[config.mk]
export PLATFORM = sky130hd
export DESIGN_NAME = tmr_irq_status_reg
export DESIGN_NICKNAME = d
export VERILOG_FILES = /design/src/rtl/tmr_irq_pkg.sv /design/src/rtl/tmr_irq_rst_sync.sv /design/src/rtl/tmr_irq_en_reg.sv /design/src/rtl/tmr_irq_chan.sv /design/src/rtl/tmr_irq_status_reg.sv
export SDC_FILE = /design/constraint.sdc
export NUM_CORES = 1
export LEC_CHECK = 0
export CORE_MARGIN = 2
export CORE_UTILIZATION = 34
export DETAILED_ROUTE_END_ITERATION = 10
export PLACE_DENSITY = 0.85
export SLEW_MARGIN = 20
export SYNTH_ARGS = -nofsm -noshare
export SYNTH_HDL_FRONTEND = slang
export SYNTH_SLANG_ARGS = --single-unit
[constraint.sdc]
create_clock -name clk -period 1.9 [get_ports clk]
set_input_delay 0.475 -clock clk [delete_from_list [all_inputs] [get_ports clk]]
set_output_delay 0.475 -clock clk [all_outputs]
set_load 0.01 [all_outputs]
[src/rtl/tmr_irq_pkg.sv]
package tmr_irq_pkg;
  localparam int unsigned DEF_NUM_CH = 5;
  localparam int unsigned DEF_REG_W  = 32;

  // Pending field starts just above the enable field.
  function automatic int unsigned pend_lsb(input int unsigned num_ch);
    return num_ch;
  endfunction

  function automatic int unsigned used_width(input int unsigned num_ch);
    return 2 * num_ch;
  endfunction
endpackage

[src/rtl/tmr_irq_rst_sync.sv]
module tmr_irq_rst_sync #(
  parameter int unsigned STAGES = 2
) (
  input  logic clk,
  input  logic rst_n,
  output logic rst_sync_n
);
  logic [STAGES-1:0] sync_q;
  logic [STAGES-1:0] sync_d;

  always_comb begin
    sync_d = {sync_q[STAGES-2:0], 1'b1};
  end

  always_ff @(posedge clk or negedge rst_n) begin
    if (!rst_n) sync_q <= '0;
    else        sync_q <= sync_d;
  end

  assign rst_sync_n = sync_q[STAGES-1];
endmodule

[src/rtl/tmr_irq_en_reg.sv]
module tmr_irq_en_reg #(
  parameter int unsigned NUM_CH = 5
) (
  input  logic              clk,
  input  logic              rst_n,
  input  logic              wr_en,
  input  logic [NUM_CH-1:0] wr_en_bits,
  output logic [NUM_CH-1:0] enable
);
  logic [NUM_CH-1:0] en_q;
  logic [NUM_CH-1:0] en_d;
  logic              en_ce;

  always_comb begin
    en_ce = wr_en;
    en_d  = wr_en_bits;
  end

  always_ff @(posedge clk or negedge rst_n) begin
    if (!rst_n)     en_q <= '0;
    else if (en_ce) en_q <= en_d;
  end

  assign enable = en_q;
endmodule

[src/rtl/tmr_irq_chan.sv]
module tmr_irq_chan (
  input  logic clk,
  input  logic rst_n,
  input  logic expire,
  input  logic enable,
  input  logic clr_req,
  output logic pending,
  output logic irq
);
  logic pend_q, pend_d;
  logic irq_q, irq_d;
  logic ch_ce;

  // A new expiry outranks a clear landing in the same cycle.
  always_comb begin
    ch_ce  = expire | clr_req;
    pend_d = expire | (pend_q & ~clr_req);
    irq_d  = (expire & enable) | (irq_q & ~clr_req);
  end

  always_ff @(posedge clk or negedge rst_n) begin
    if (!rst_n) begin
      pend_q <= 1'b0;
      irq_q  <= 1'b0;
    end else if (ch_ce) begin
      pend_q <= pend_d;
      irq_q  <= irq_d;
    end
  end

  assign pending = pend_q;
  assign irq     = irq_q;
endmodule

[src/rtl/tmr_irq_status_reg.sv]
module tmr_irq_status_reg
  import tmr_irq_pkg::*;
#(
  parameter int unsigned NUM_CH = DEF_NUM_CH,
  parameter int unsigned REG_W  = DEF_REG_W
) (
  input  logic              clk,
  input  logic              rst_n,
  input  logic [NUM_CH-1:0] expire,
  input  logic              wr_en,
  input  logic [REG_W-1:0]  wr_data,
  output logic [REG_W-1:0]  rd_data,
  output logic [NUM_CH-1:0] irq
);
  localparam int unsigned PEND_LSB = pend_lsb(NUM_CH);
  localparam int unsigned USED_W   = used_width(NUM_CH);

  logic              rst_sync_n;
  logic [NUM_CH-1:0] enable;
  logic [NUM_CH-1:0] pending;
  logic [NUM_CH-1:0] clr_req;
  logic              wr_rsvd_unused;

  tmr_irq_rst_sync #(.STAGES(2)) rst_sync_i (
    .clk        (clk),
    .rst_n      (rst_n),
    .rst_sync_n (rst_sync_n)
  );

  tmr_irq_en_reg #(.NUM_CH(NUM_CH)) en_reg_i (
    .clk        (clk),
    .rst_n      (rst_sync_n),
    .wr_en      (wr_en),
    .wr_en_bits (wr_data[NUM_CH-1:0]),
    .enable     (enable)
  );

  always_comb begin
    clr_req = wr_data[PEND_LSB +: NUM_CH] & {NUM_CH{wr_en}};
  end

  for (genvar c = 0; c < NUM_CH; c++) begin : g_ch
    tmr_irq_chan chan_i (
      .clk     (clk),
      .rst_n   (rst_sync_n),
      .expire  (expire[c]),
      .enable  (enable[c]),
      .clr_req (clr_req[c]),
      .pending (pending[c]),
      .irq     (irq[c])
    );
  end

  // Reserved write bits have no storage behind them.
  assign wr_rsvd_unused = ^wr_data[REG_W-1:USED_W];

  always_comb begin
    rd_data                       = '0;
    rd_data[NUM_CH-1:0]           = enable;
    rd_data[PEND_LSB +: NUM_CH]   = pending;
  end
endmodule

==> metrics.md <==
| Metric | Value |
|---|---|
| Run status | `finished, final reports clean` |
| Post-Synthesis Cells | `77` |
| Global-route congestion overflow total | `0` |
| Vias/cell | `4.008` |
| Slack of the worst reg-to-reg path | `1.11 ns` |
| CTS tree | `done` |
| M2 GR Usage | `16.50%` |
| Maximum operating frequency | `582.9 MHz` |
| Total Wirelength | `1348 um` |
| Htree depth | `1` |
| Chip Width | `55.37 um` |
| Portion of the post-synthesis area used by sequential elements | `47.42%` |
| Number of resized instances in the post-cts repair step | `0` |
| Fraction of post-synthesis cell area in the top cell type by area | `47.42%` |
| Worst IR Drop VDD | `0.0004031 V` |
| Total of buffers placed on input and output ports | `32` |
| First-iteration detailed-routing DRC count | `6` |
| Critical path's largest stage delay | `0.57 ns` |
| Total global routing track utilization | `8.899%` |
| Synth-to-Final Area Change | `20.36%` |
| Detailed placer's ending HPWL | `1144 um` |
| Number of max-slew violations in the final report | `0` |
| Endpoints failing setup | `0` |
| Actual slew at the worst max-slew pin | `0.5751 ns` |
| Die span in y | `55.37 um` |
| Total of hold buffers inserted after clock tree synthesis | `0` |
| Fin crit period | `1.715 ns` |
| Busiest grt layer | `met2` |
| Row count | `18` |
| Max transition margin | `61.66%` |
| Clock tree skew after final layout | `0.003106 ns` |
| Clock-pin slew on the worst setup and hold paths | `0.09 ns` |
| RSZ-0062 raised after global routing | `false` |
| Met1 track utilization from global routing | `9.615%` |
| DR pass1 iterations | `4` |
| Placer congestion estimate | `0.6360` |
| Max-cap violations | `0` |
| Number of nets in the finished design | `138` |
| Delay-heaviest family, CP | `buffers and inverters` |
| Post-synthesis area per instance | `11.65 sq um` |
| Source-to-sink clock delay at the later pin of the worst-skew pair | `0.28 ns` |
| CTS root buffer | `clkbuf_4` |
| Area of the core region | `2500 sq um` |
| Remaining design rule violation count | `0` |
| Number of warnings reported in the yosys synthesis log | `0` |
| Diodes inserted | `0` |
| Setup Crit Path Kind | `flop to output pin` |
| Worst hold path class | `flop to asynchronous set/reset pin` |
| Number of instances in the placed design | `123` |
| Seq cells post-synth | `17` |
| Dominant cells by area after synthesis | `dfrtp_1 (47%), buf_4 (31%), mux2_4 (8.4%)` |
| Vias in the first global route | `485` |
| Pin count of the biggest net entering global routing | `16` |
| Total CTS buffers | `3` |
| Number of buffers and inverters on the critical path | `1` |
| Max FO, Critical Path | `3` |
| Setup TNS | `0 ns` |
| Cell at the slowest stage of the critical path | `clkdlybuf4s50_1` |
| Number of vias in the routed layout | `509` |
| Leakage power | `0.5077 nW` |
| Wire length per cell | `10.61 um` |
| # clock sinks | `17` |
| Post-synthesis cell type with the largest combined area | `dfrtp_1` |
| Portion of the clock cycle consumed by the worst path in the final layout | `90.29%` |
| Global-route wire length before repair | `2152 um` |
| Startpoint type of the worst setup path | `flop` |
| Antenna-violating nets left | `0` |
| Post-CTS repair timing setup buffer count | `0` |
| Req. time, crit path | `1.42 ns` |
| Final std cells w/o fill | `127` |
| Crit-path cells | `clkdlybuf4s50_1` |
| Power per cell area | `739.6 nW/um^2` |
| Antenna violations before repair | `0` |
| Effective utilization at floorplan | `35.89%` |
| Kind of end point of the critical path | `output pin` |
| Number of buffers on the longest clock path | `2` |
| Worst path arrival time | `1.24 ns` |
| Count of pins on the block boundary | `77` |
| Die area | `3065 sq um` |
| Total standard cell area after synthesis | `897.1 sq um` |
| Count of final hold-check violations | `0` |
| Fraction of layout cells with a size suffix above 1 | `10.31%` |
| Library cells used by synthesis | `8` |
| Global-route met3 utilization | `0.2342%` |
-- placed cells by master, fill, tap and decap left out --
cell type and count:
buf_4 1, clkbuf_4 3, clkdlybuf4s50_1 32, a21o_1 5, conb_1 23, a22o_1 5
nand2_1 5, clkinv_2 1, dfrtp_1 17, mux2_4 5
-- cell usage after synthesis --
cell and count:
a21o_1 5, a22o_1 5, buf_6 1, buf_4 37
conb_1 2, dfrtp_1 17, nand2_1 5, mux2_4 5
-- routing by layer --
layer	up-vias	share of wire (%)
li1	230	-
met1	248	35
met2	29	57
met3	2	6.1
met4	0	1.4
met5	-	0
-- worst paths after layout --
kind | startpoint | end | depth (start not counted)
max | en_reg_i.enable[4]$_DFFE_PN0P_ | rd_data[4] | 1
min | rst_sync_i.sync_q[1]$_DFF_PN0_ | g_ch[1].chan_i.irq$_DFFE_PN0P_ | 0
max reg2reg | en_reg_i.enable[4]$_DFFE_PN0P_ | en_reg_i.enable[4]$_DFFE_PN0P_ | 1
min reg2reg | rst_sync_i.sync_q[1]$_DFF_PN0_ | g_ch[1].chan_i.irq$_DFFE_PN0P_ | 0
max in group asynchronous | rst_sync_i.sync_q[1]$_DFF_PN0_ | g_ch[3].chan_i.irq$_DFFE_PN0P_ | 0
min in group clk | rst_sync_i.sync_q[0]$_DFF_PN0_ | rst_sync_i.sync_q[1]$_DFF_PN0_ | 0
-- area by class of cell --
cell class	count	area (sq um)
Clock buffer	3	22.52
Clock inverter	1	5.005
Fill cell	251	1420
Multi-Input combinational cell	43	261.5
Sequential cell	17	425.4
Tap cell	30	37.54
Timing Repair Buffer	33	327.8
-- cell families (layout without fill, tap and decap cells) --
family / count (synthesis) / in the layout / synth area share [%]
buffers and inverters: 38 / 37 / 32.22
DFF: 17 / 17 / 47.42
AOI/OAI and AO/OA: 10 / 10 / 9.066
muxes: 5 / 5 / 8.368
and+or+nand+nor: 5 / 5 / 2.092
other: 2 / 23 / 0.8371
-- where the power goes --
part,leakage (nW),internal [mW],switching [mW]
sequential,0.189,0.397,0.0280
combinational,0.301,0.119,0.0720
clock,0.0177,0.0780,0.104
-- registers in the layout, indices dropped and copies added (netlist names) --
register	flops
rst_sync_i.sync_q	2
g_ch.chan_i.irq	5
g_ch.chan_i.pending	5
en_reg_i.enable	5
-- metrics by stage --
step	utilization (%)	total power, mW	hold WS [ns]	area (sq um)	setup slack, ns
2_1_floorplan	-	0.5883	0.1794	975.9	0.8906
3_3_place_gp	42.09	0.6192	0.2558	1052	0.3297
3_5_place_dp	42.09	0.6266	0.2618	1052	0.3230
4_1_cts	43.19	0.8141	0.2689	1080	0.1691
5_1_grt	43.19	0.8454	0.3153	1080	0.1267
6_report	43.19	0.7986	0.2416	1080	0.1845
(Power assumes the default switching activity.)
